File: config.mk
export PLATFORM = sky130hd
export DESIGN_NAME = exc_seq
export DESIGN_NICKNAME = d
export VERILOG_FILES = /design/src/rtl/exc_seq_pkg.sv /design/src/rtl/exc_seq_retdec.sv /design/src/rtl/exc_seq_agu.sv /design/src/rtl/exc_seq_ctrl.sv /design/src/rtl/exc_seq.sv
export SDC_FILE = /design/constraint.sdc
export NUM_CORES = 1
export LEC_CHECK = 0
export BUFFER_PORTS_ARGS = -buffer_cell sky130_fd_sc_hd__buf_2
export CAP_MARGIN = 25
export CORE_UTILIZATION = 35
export CTS_BUF_LIST = sky130_fd_sc_hd__clkbuf_8
export CTS_CLUSTER_SIZE = 25
export DETAILED_ROUTE_END_ITERATION = 10
export PLACE_DENSITY_LB_ADDON = 0.12
export SLEW_MARGIN = 20
export SYNTH_ARGS = -nofsm -noshare
export SYNTH_HDL_FRONTEND = slang
export SYNTH_HIERARCHICAL = 1
export SYNTH_SLANG_ARGS = --single-unit
File: constraint.sdc
create_clock -name clk -period 2.9 [get_ports clk]
set_input_delay 0.145 -clock clk [delete_from_list [all_inputs] [get_ports clk]]
set_output_delay 0.145 -clock clk [all_outputs]
set_load 0.01 [all_outputs]
File: src/rtl/exc_seq_pkg.sv
package exc_seq_pkg;

  localparam int FRAME_WORDS = 8;
  localparam int FRAME_IDX_W = 3;

  typedef enum logic [3:0] {
    WB_R0  = 4'd0,
    WB_R1  = 4'd1,
    WB_R2  = 4'd2,
    WB_R3  = 4'd3,
    WB_R12 = 4'd4,
    WB_LR  = 4'd5,
    WB_PC  = 4'd6,
    WB_PSR = 4'd7,
    WB_SP  = 4'd8
  } wb_sel_e;

  typedef enum logic [3:0] {
    S_IDLE,
    S_RST_SP,
    S_RST_PC,
    S_ENT_SP,
    S_PUSH,
    S_ENT_LR,
    S_VEC,
    S_POP,
    S_RET_SP
  } seq_state_e;

endpackage

File: src/rtl/exc_seq_retdec.sv
module exc_seq_retdec #(
  parameter int DATA_W = 32
) (
  input  logic [DATA_W-1:0] code,
  output logic              is_exc,
  output logic              to_handler
);
  localparam logic [DATA_W-1:0] CODE_THREAD  = {{(DATA_W-4){1'b1}}, 4'h9};
  localparam logic [DATA_W-1:0] CODE_HANDLER = {{(DATA_W-4){1'b1}}, 4'h1};

  logic hit_thread;
  logic hit_handler;

  always_comb begin
    hit_thread  = (code == CODE_THREAD);
    hit_handler = (code == CODE_HANDLER);
    is_exc      = hit_thread | hit_handler;
    to_handler  = hit_handler;
  end
endmodule

File: src/rtl/exc_seq_agu.sv
module exc_seq_agu
  import exc_seq_pkg::*;
#(
  parameter int DATA_W = 32,
  parameter int NUM_W  = 6
) (
  input  seq_state_e             state,
  input  logic [DATA_W-1:0]      base,
  input  logic [FRAME_IDX_W-1:0] idx,
  input  logic [NUM_W-1:0]       num,
  output logic                   mem_req,
  output logic                   mem_we,
  output logic [DATA_W-1:0]      mem_addr
);
  localparam logic [DATA_W-1:0] SP_SLOT = '0;
  localparam logic [DATA_W-1:0] PC_SLOT = DATA_W'(4);

  logic [DATA_W-1:0] frame_off;
  logic [DATA_W-1:0] vec_off;

  always_comb begin
    frame_off = {{(DATA_W-FRAME_IDX_W-2){1'b0}}, idx, 2'b00};
    vec_off   = {{(DATA_W-NUM_W-2){1'b0}}, num, 2'b00};
  end

  always_comb begin
    mem_req  = 1'b0;
    mem_we   = 1'b0;
    mem_addr = '0;
    case (state)
      S_RST_SP: begin
        mem_req  = 1'b1;
        mem_addr = SP_SLOT;
      end
      S_RST_PC: begin
        mem_req  = 1'b1;
        mem_addr = PC_SLOT;
      end
      S_PUSH: begin
        mem_req  = 1'b1;
        mem_we   = 1'b1;
        mem_addr = base + frame_off;
      end
      S_POP: begin
        mem_req  = 1'b1;
        mem_addr = base + frame_off;
      end
      S_VEC: begin
        mem_req  = 1'b1;
        mem_addr = vec_off;
      end
      default: begin
        mem_req  = 1'b0;
      end
    endcase
  end
endmodule

File: src/rtl/exc_seq_ctrl.sv
module exc_seq_ctrl
  import exc_seq_pkg::*;
#(
  parameter int DATA_W = 32,
  parameter int NUM_W  = 6
) (
  input  logic                   clk,
  input  logic                   rst_n,
  input  logic                   ent_valid,
  input  logic [NUM_W-1:0]       ent_num,
  output logic                   ent_ready,
  input  logic                   ret_valid,
  output logic                   ret_ready,
  input  logic                   ret_is_exc,
  input  logic                   ret_to_handler,
  input  logic [DATA_W-1:0]      sp_in,
  input  logic                   mem_ready,
  input  logic [DATA_W-1:0]      mem_rdata,
  output seq_state_e             state,
  output logic [FRAME_IDX_W-1:0] idx,
  output logic [DATA_W-1:0]      base,
  output logic [NUM_W-1:0]       num,
  output logic                   wb_valid,
  output wb_sel_e                wb_sel,
  output logic [DATA_W-1:0]      wb_data,
  output logic                   busy,
  output logic                   mode_handler,
  output logic [NUM_W-1:0]       ipsr
);
  localparam logic [DATA_W-1:0]      FRAME_BYTES  = DATA_W'(FRAME_WORDS * 4);
  localparam logic [FRAME_IDX_W-1:0] LAST_IDX     = FRAME_IDX_W'(FRAME_WORDS - 1);
  localparam logic [DATA_W-1:0]      CODE_THREAD  = {{(DATA_W-4){1'b1}}, 4'h9};
  localparam logic [DATA_W-1:0]      CODE_HANDLER = {{(DATA_W-4){1'b1}}, 4'h1};

  logic from_handler;
  logic ent_fire;
  logic ret_fire;
  logic idle;

  always_comb begin
    idle      = (state == S_IDLE);
    ent_ready = idle;
    ret_ready = idle & ~ent_valid;
    ent_fire  = ent_valid & ent_ready;
    ret_fire  = ret_valid & ret_ready;
    busy      = ~idle;
  end

  always_ff @(posedge clk or negedge rst_n) begin
    if (!rst_n) begin
      state        <= S_RST_SP;
      idx          <= '0;
      base         <= '0;
      num          <= '0;
      from_handler <= 1'b0;
      mode_handler <= 1'b0;
      ipsr         <= '0;
    end else begin
      case (state)
        S_IDLE: begin
          if (ent_fire) begin
            base         <= sp_in - FRAME_BYTES;
            num          <= ent_num;
            from_handler <= mode_handler;
            idx          <= '0;
            state        <= S_ENT_SP;
          end else if (ret_fire && ret_is_exc) begin
            base         <= sp_in;
            mode_handler <= ret_to_handler;
            idx          <= '0;
            state        <= S_POP;
          end
        end
        S_RST_SP: if (mem_ready) state <= S_RST_PC;
        S_RST_PC: if (mem_ready) state <= S_IDLE;
        S_ENT_SP: state <= S_PUSH;
        S_PUSH: begin
          if (mem_ready) begin
            if (idx == LAST_IDX) state <= S_ENT_LR;
            else                 idx   <= idx + 1'b1;
          end
        end
        S_ENT_LR: begin
          mode_handler <= 1'b1;
          ipsr         <= num;
          state        <= S_VEC;
        end
        S_VEC: if (mem_ready) state <= S_IDLE;
        S_POP: begin
          if (mem_ready) begin
            if (idx == LAST_IDX) begin
              ipsr  <= mem_rdata[NUM_W-1:0];
              state <= S_RET_SP;
            end else begin
              idx <= idx + 1'b1;
            end
          end
        end
        S_RET_SP: state <= S_IDLE;
        default:  state <= S_IDLE;
      endcase
    end
  end

  always_comb begin
    wb_valid = 1'b0;
    wb_sel   = WB_SP;
    wb_data  = base;
    case (state)
      S_RST_SP: begin
        wb_valid = mem_ready;
        wb_sel   = WB_SP;
        wb_data  = mem_rdata;
      end
      S_RST_PC, S_VEC: begin
        wb_valid = mem_ready;
        wb_sel   = WB_PC;
        wb_data  = {mem_rdata[DATA_W-1:1], 1'b0};
      end
      S_ENT_SP: begin
        wb_valid = 1'b1;
        wb_sel   = WB_SP;
        wb_data  = base;
      end
      S_ENT_LR: begin
        wb_valid = 1'b1;
        wb_sel   = WB_LR;
        wb_data  = from_handler ? CODE_HANDLER : CODE_THREAD;
      end
      S_POP: begin
        wb_valid = mem_ready;
        wb_sel   = wb_sel_e'({1'b0, idx});
        wb_data  = mem_rdata;
      end
      S_RET_SP: begin
        wb_valid = 1'b1;
        wb_sel   = WB_SP;
        wb_data  = base + FRAME_BYTES;
      end
      default: wb_valid = 1'b0;
    endcase
  end
endmodule

File: src/rtl/exc_seq.sv
module exc_seq
  import exc_seq_pkg::*;
#(
  parameter int DATA_W = 32,
  parameter int NUM_W  = 6
) (
  input  logic                   clk,
  input  logic                   rst_n,
  input  logic                   ent_valid,
  output logic                   ent_ready,
  input  logic [NUM_W-1:0]       ent_num,
  input  logic                   ret_valid,
  output logic                   ret_ready,
  input  logic [DATA_W-1:0]      ret_code,
  input  logic [DATA_W-1:0]      sp_in,
  output logic [FRAME_IDX_W-1:0] ctx_rd_idx,
  input  logic [DATA_W-1:0]      ctx_rd_data,
  output logic                   mem_req,
  input  logic                   mem_ready,
  output logic [DATA_W-1:0]      mem_addr,
  output logic                   mem_we,
  output logic [DATA_W-1:0]      mem_wdata,
  input  logic [DATA_W-1:0]      mem_rdata,
  output logic                   wb_valid,
  output logic [3:0]             wb_sel,
  output logic [DATA_W-1:0]      wb_data,
  output logic                   busy,
  output logic                   mode_handler,
  output logic [NUM_W-1:0]       ipsr
);
  seq_state_e             state;
  logic [FRAME_IDX_W-1:0] idx;
  logic [DATA_W-1:0]      base;
  logic [NUM_W-1:0]       num;
  logic                   ret_is_exc;
  logic                   ret_to_handler;
  wb_sel_e                wb_sel_enum;

  exc_seq_retdec #(.DATA_W(DATA_W)) u_retdec (
    .code       (ret_code),
    .is_exc     (ret_is_exc),
    .to_handler (ret_to_handler)
  );

  exc_seq_ctrl #(.DATA_W(DATA_W), .NUM_W(NUM_W)) u_ctrl (
    .clk            (clk),
    .rst_n          (rst_n),
    .ent_valid      (ent_valid),
    .ent_num        (ent_num),
    .ent_ready      (ent_ready),
    .ret_valid      (ret_valid),
    .ret_ready      (ret_ready),
    .ret_is_exc     (ret_is_exc),
    .ret_to_handler (ret_to_handler),
    .sp_in          (sp_in),
    .mem_ready      (mem_ready),
    .mem_rdata      (mem_rdata),
    .state          (state),
    .idx            (idx),
    .base           (base),
    .num            (num),
    .wb_valid       (wb_valid),
    .wb_sel         (wb_sel_enum),
    .wb_data        (wb_data),
    .busy           (busy),
    .mode_handler   (mode_handler),
    .ipsr           (ipsr)
  );

  exc_seq_agu #(.DATA_W(DATA_W), .NUM_W(NUM_W)) u_agu (
    .state    (state),
    .base     (base),
    .idx      (idx),
    .num      (num),
    .mem_req  (mem_req),
    .mem_we   (mem_we),
    .mem_addr (mem_addr)
  );

  assign wb_sel     = wb_sel_enum;
  assign ctx_rd_idx = idx;
  assign mem_wdata  = ctx_rd_data;
endmodule

==> impl_metrics.json, run 1 <==
{
  "status": "completed",
  "die_y_um": 126,
  "postRouteAntennaNets": 0,
  "grt_pass1_vias": 5682,
  "yosysWarnings": 6,
  "path_class": "reg2out",
  "ys_seq_area_share_pct": 24.7,
  "die_w_um": 126,
  "synth_cell_types": 66,
  "p_leak_nw": 2.82,
  "drive_gt1_share_pct": 33.4,
  "avgRoutedWirePerCell_um": 19.1,
  "clockBufferDepth": 2,
  "hold_ws_ns": 0.0507,
  "setup-tns-final_ns": 0,
  "dp_slack_ns": 0.163,
  "slowest_stage": "a2111o_1",
  "path_clk_slew_ns": 0.10,
  "total_power_mw": 6.51,
  "setup_viol": 0,
  "htreeDepth": 2,
  "root_buffer": "clkbuf_8",
  "ff_latch_area_um2": 1330,
  "antenna_cells": 0,
  "critPathArrivalTime_ns": 2.70,
  "slew_viol_final": 0,
  "post-route-drc-count": 0,
  "cts_made_buffers": 5,
  "row_count": 44,
  "fin_crit_ns": 2.85,
  "gr-total-overflow": 0,
  "ys.flop_type": "dfrtp_1",
  "synth_edf_count": 0,
  "fmax_ghz": 0.351,
  "grt_pass1_wl_mm": 31.2,
  "synth_common_cells": "nand2_1, dfrtp_1, a21oi_1, nor2_1, o21ai_0",
  "start_kind": "register",
  "io_buffers": 190,
  "hold_path_class": "in2reg",
  "syn-cell-area_um2": 5390,
  "fin_skew_ns": 0.00692,
  "dieArea_um2": 15900,
  "async_flop_share_pct": 100,
  "areaGrowthSynthToFinish_pct": 23.4,
  "vias": 6148,
  "cp_max_fo": 5,
  "max-slew-margin-rel_pct": 45.9,
  "synth_compound_area_share_pct": 20.1,
  "cp.required_ns": 2.76,
  "drtIter0Drc": 441,
  "gp_congestion": 0.862,
  "synth_top_family_by_area": "simple AND/OR/NAND/NOR gates",
  "hold_viol_final": 0,
  "cp-end-kind": "output pin",
  "ioPinCount": 255,
  "rsz0062_at_grt": "yes",
  "synthCells": 706,
  "synthTopCellsByArea": "dfrtp_1, nand2_1, a21oi_1",
  "maxCapViolCount": 0,
  "syn_nets": 853,
  "grt_antenna_before_repair": 0,
  "yosys.area_share.adder_pct": 2.00,
  "clock_latency_ns": 0.32,
  "path_cells": "ha_2 -> inv_2 -> fa_2 -> nand2b_4 -> a2111o_1 -> or4_1 -> a21oi_2 -> buf_2",
  "ys_seq_elements": 53,
  "start_util_pct": 36.5,
  "multi_input_area_um2": 3630,
  "synth.avg_cell_area_um2": 7.63,
  "fin_ws_ns": 0.0511,
  "tritoncts": "done",
  "clock-sinks": 53,
  "yosys.cell_count.top_type": "nand2_1",
  "finalCritPeriodShare_pct": 98.2,
  "fin_nets": 1022,
  "dpl.hpwl_mm": 15.9,
  "wl_mm": 20.2,
  "yosys.area_share.simple_pct": 31.0,
  "max_stage_delay_ns": 0.47,
  "dr.pass1.iters": 6,
  "ir_drop_mv": 0.337,
  "via_per_inst": 5.80,
  "fillers": 1535,
  "track_usage_pct": 25.0,
  "synth-xor-area-share_pct": 6.99,
  "tightest_slew_ns": 0.811,
  "synth_top_area_cell": "dfrtp_1",
  "synth_top_area_share_pct": 24.2,
  "design.core.area_um2": 14800,
  "synth.area.mux_share_pct": 6.13,
  "power.density_nw_per_um2": 979,
  "grt_max_degree": 57
}
## registers in the layout, summed over array words and instances, names as in the netlist
register and count:
u_ctrl/num 6, u_ctrl/from_handler 1, u_ctrl/state 4, u_ctrl/base 32, u_ctrl/mode_handler 1, u_ctrl/ipsr 6
u_ctrl/idx 3
## cell type report
cell class | count | area share, %
well taps | 184 | 3.47
multi-input cells | 562 | 54.7
clock buffers | 5 | 1.04
repair buffers | 230 | 18.9
flip-flops and latches | 53 | 20.0
clock inverters | 3 | 0.659
inverters | 23 | 1.30
## logic make-up after synthesis
family | Yosys count
simple gates | 303
compound gates | 176
buf+inv | 92
flops | 53
xor+xnor | 43
mux | 31
fa+ha+maj | 8
## placed cells by master, fill, tap and decap left out, drive strengths merged, types with 3 or more instances in the layout
cell       n
buf      229
nand2     80
o21ai     56
dfrtp     52
nor2      51
a21oi     51
xnor2     28
nand3     27
nor4      25
nand4     23
inv       23
mux2      16
nor3      16
xor2      15
mux2i     15
or3       15
or4       14
o31ai     13
o211ai     9
nand2b     9
and4       8
o22ai      7
or2        7
ha         7
and2       6
o221ai     6
clkbuf     5
nor2b      4
and3       4
o2111ai    4
a211oi     4
or4b       4
a211o      3
a31oi      3
a21o       3
nand3b     3
## what timing repair did
action	in CTS	in global routing
cloned	1	0
hold endpoints to repair	34	0
gates resized for setup	3	11
endpoints found under the setup margin	6	19
buffers inserted	3	2
pin swaps	1	2
hold buffers	1	0
## critical path: cells and delay by family (launching register included)
kind / cells / cell delay [ns]
adder cells (fa/ha/maj): 2 / 0.54
AO/OA/AOI/OAI: 2 / 0.65
AND/OR/NAND/NOR: 2 / 0.62
buffers and inverters: 2 / 0.19
flip-flops: 1 / 0.37
## layer usage
metal,part of all wire [%],vias to the layer above,GRT usage (%)
met5,0,-,0
met3,6.4,54,2.63
li1,-,2924,-
met1,44,2905,33.2
met2,47,265,42.0
met4,2.6,0,8.65
## stage by stage
step	util (%)	cell area, µm²	std cells
floorplan	-	5390	706
global placement	43.6	6430	1045
detailed placement	43.6	6430	1045
CTS	44.7	6600	1058
global route	45.0	6640	1060
finish	45.0	6640	1060
## final timing paths
check,endpoint,cells past startpoint,slack [ns],from
max in group asynchronous,u_ctrl/state[0]$_DFFE_PN1P_,3,1.72,rst_n
hold reg to reg,u_ctrl/from_handler$_DFFE_PN0P_,1,0.52,u_ctrl/from_handler$_DFFE_PN0P_
min in group asynchronous,u_ctrl/base[21]$_DFFE_PN0P_,2,0.44,rst_n
hold / removal,u_ctrl/base[3]$_DFFE_PN0P_,2,0.05,sp_in[3]
setup / recovery,mem_addr[30],8,0.05,u_ctrl/base[2]$_DFFE_PN0P_
setup reg to reg,u_ctrl/base[31]$_DFFE_PN0P_,6,0.30,u_ctrl/state[2]$_DFFE_PN0P_
## where the power goes
group | total [mW] | leakage, nW | switching (mW) | internal, mW
registers | 1.61 | 0.638 | 0.539 | 1.07
logic | 4.36 | 2.12 | 2.61 | 1.76
clock network | 0.532 | 0.0585 | 0.272 | 0.259
Power figures use the tool's default switching activity.
==> inputs of run 2 (changes only) <==
ABC_AREA = 1   (was default)
CORE_MARGIN = 5   (was default)
==> run 2 against run 1 <==
  * Die area increased by 25%
  * Critical path type unchanged
  * Largest cell class unchanged
  * Highest routed layer unchanged
  * Sequential cell count unchanged
  * Count of clock-buffer cells in the layout increased by 1
  * Total power increased by 4.9%
  * Setup slack improved by 0.13 ns
  * Sequential share of layout area decreased by 1.1 points
==> impl_metrics.json, run 2 <==
{
  "power_frac_seq_pct": 26.5,
  "fin_skew_ns": 0.00457,
  "grt_pass1_wl_mm": 34.7,
  "design.core.area_um2": 16700,
  "io_buffers": 190,
  "async_flop_share_pct": 100,
  "vias": 6994,
  "setup_viol": 0,
  "path_cells": "nor2_4 -> nand3_4 -> nand2_2 -> inv_2 -> nand2_4 -> nand2_4 -> inv_1 -> a31oi_1 -> buf_2",
  "power.density_nw_per_um2": 970,
  "final_core_util_pct": 42.1,
  "postRouteAntennaNets": 0,
  "top_regs": "u_ctrl/base (32), u_ctrl/ipsr (6), u_ctrl/num (6)",
  "htreeDepth": 2,
  "gp_congestion": 0.930,
  "r2r_end": "u_ctrl/base[24]$_DFFE_PN0P_",
  "cp-end-kind": "output pin",
  "avgRoutedWirePerCell_um": 15.3,
  "synth_top_area_cell": "dfrtp_1",
  "reg2reg_from": "u_ctrl/state[1]$_DFFE_PN0P_",
  "power_switching_share_pct": 57.9,
  "row_count": 47,
  "clock_latency_ns": 0.32,
  "max_stage_delay_ns": 0.53,
  "p_leak_nw": 3.52,
  "synth_edf_count": 0,
  "ir_drop_mv": 0.404,
  "grt_max_degree": 41,
  "p_clk_share_pct": 6.5,
  "top_register": "u_ctrl/base",
  "hold_path_class": "in2reg",
  "dp_cells": 1393,
  "path_class": "reg2out",
  "syn_nets": 1175,
  "synth_top_area_share_pct": 21.7,
  "ys.flop_type": "dfrtp_1",
  "yosysWarnings": 6,
  "p_int_mw": 2.88,
  "rsz0062_at_grt": "no",
  "antenna_cells": 0,
  "drtIter0Drc": 409,
  "maxCapViolCount": 0,
  "drive_gt1_share_pct": 23.2,
  "ys_seq_area_share_pct": 22.1,
  "yosys.cell_count.top_type": "nand2_1",
  "post-route-drc-count": 0,
  "start_kind": "register",
  "tightest_slew_ns": 0.882,
  "hold_viol_final": 0,
  "hp-start": "ent_num[0]",
  "met3_usage_pct": 2.47,
  "synth_common_cells": "nand2_1, nor2_1, inv_1",
  "status": "completed",
  "grt_use_met1_pct": 29.9,
  "fin_nets": 1328,
  "grt_antenna_before_repair": 0,
  "setup-tns-final_ns": 0,
  "die_y_um": 141,
  "layout.cells.non_filler": 1402,
  "r2r_cells": 8,
  "final_common_cell": "nand2_1",
  "critPathArrivalTime_ns": 2.57,
  "p_switching_mw": 3.95,
  "synth.avg_cell_area_um2": 5.83,
  "min_path_cells": 3,
  "cp.required_ns": 2.76,
  "die_w_um": 141,
  "clockBufferDepth": 2,
  "clock-sinks": 53,
  "path_clk_slew_ns": 0.09,
  "tritoncts": "done",
  "root_buffer": "clkbuf_8",
  "synth_cell_types": 45,
  "cts_made_buffers": 5,
  "use_met2_pct": 34.9,
  "cp_max_fo": 24,
  "wl_mm": 21.4,
  "track_usage_pct": 21.5,
  "gr-total-overflow": 0,
  "grt-busiest-layer": "met2",
  "fin_crit_ns": 2.72,
  "fmax_ghz": 0.368,
  "ioPinCount": 255,
  "max-slew-margin-rel_pct": 41.2,
  "dpl.hpwl_mm": 17.7,
  "grt_pass1_vias": 6769,
  "crit_buf_inv": 3,
  "mostFrequentLayoutCells": "nand2_1, nor2_1, buf_2",
  "slowest_stage": "dfrtp_1",
  "hold_ws_ns": 0.0193,
  "synthCells": 1028,
  "p_comb_share_pct": 67.0,
  "total_power_mw": 6.83,
  "r2r_slack_ns": 0.83,
  "areaGrowthSynthToFinish_pct": 17.4,
  "holdBufCountCts": 1,
  "ys_seq_elements": 53,
  "whs_endpoint": "u_ctrl/num[0]$_DFFE_PN0P_",
  "cts_setup_buffers": 0,
  "dieArea_um2": 19800,
  "syn-cell-area_um2": 5990,
  "start_util_pct": 35.9,
  "critical-path-top-delay-family": "simple AND/OR/NAND/NOR gates",
  "crit_top_cell": "nand2_4",
  "finalCritPeriodShare_pct": 93.7,
  "dr.pass1.iters": 5,
  "slew_viol_final": 0,
  "largest_register_ffs": 32,
  "via_per_inst": 4.99,
  "ctsResizeCount": 0,
  "synthTopCellsByArea": "dfrtp_1, nand2_1, nor2_1"
}
[run 2: cell count changes after synthesis, moves of 15 or more]
cell / change
nand3_1: +49
inv_1: +74
xnor2_1: -22
nand2_1: +243
mux2_2: -16
mux2i_1: -15
nor4_1: -15
nor2_1: +143
clkbuf_1: -27
[run 2: worst max-delay path by stage]
| stage | start | end | slack [ns] | depth (start not counted) |
|---|---|---|---|---|
| 6_report | u_ctrl/state[1]$_DFFE_PN0P_ | wb_data[8] | 0.18 | 9 |
| 3_5_place_dp | u_ctrl/state[1]$_DFFE_PN0P_ | wb_data[8] | 0.53 | 9 |
| 2_1_floorplan | u_ctrl/idx[0]$_DFFE_PN0P_ | mem_addr[24] | 0.89 | 12 |
| 3_3_place_gp | u_ctrl/state[1]$_DFFE_PN0P_ | wb_data[8] | 0.58 | 9 |
| 4_1_cts | u_ctrl/state[1]$_DFFE_PN0P_ | wb_data[8] | 0.16 | 9 |
| 5_1_grt | u_ctrl/state[1]$_DFFE_PN0P_ | wb_data[8] | 0.02 | 9 |
[run 2: worst min-delay path: stages]
cell and delay, ns:
buf_2 0.07, nand2_1 0.04, nand2_1 0.05
[run 2: cell type report]
class                      count  area [µm²]
clock inverter                 2        11.3
sequential                    53        1330
multi-input combinational    816        3900
fill                        1946        9670
clock buffer                   6        82.6
tap                          220         275
inverter                     105         394
timing repair buffer         200        1040
[run 2: layer usage]
metal,share of wire (%),vias up
li1,-,3558
met1,46,3134
met2,45,265
met3,6.4,37
met4,2.8,0
met5,0,-
[run 2: cells by family after synthesis]
group | after synthesis | share of synthesized area (%)
adder cells (fa/ha/maj) | 8 | 1.79
AO/OA/AOI/OAI | 126 | 12.3
AND/OR/NAND/NOR | 667 | 48.7
flip-flops | 53 | 22.1
XOR/XNOR | 15 | 2.19
buffers and inverters | 159 | 12.8
[run 2: power groups by stage]
stage | clock (mW) | sequential, mW | combinational [mW]
finish | 0.446 | 1.81 | 4.57
global route | 0.499 | 1.88 | 5.11
CTS | 0.468 | 1.80 | 4.60
detailed placement | 0 | 1.81 | 4.58
global placement | 0 | 1.81 | 4.59
floorplan | 0 | 1.56 | 3.06
[run 2: through the flow]
stage / worst slack [ns] / instance area, µm²
floorplan: 0.892 / 5990
global placement: 0.582 / 6930
detailed placement: 0.534 / 6930
CTS: 0.159 / 7040
global route: 0.0164 / 7040
finish: 0.183 / 7040
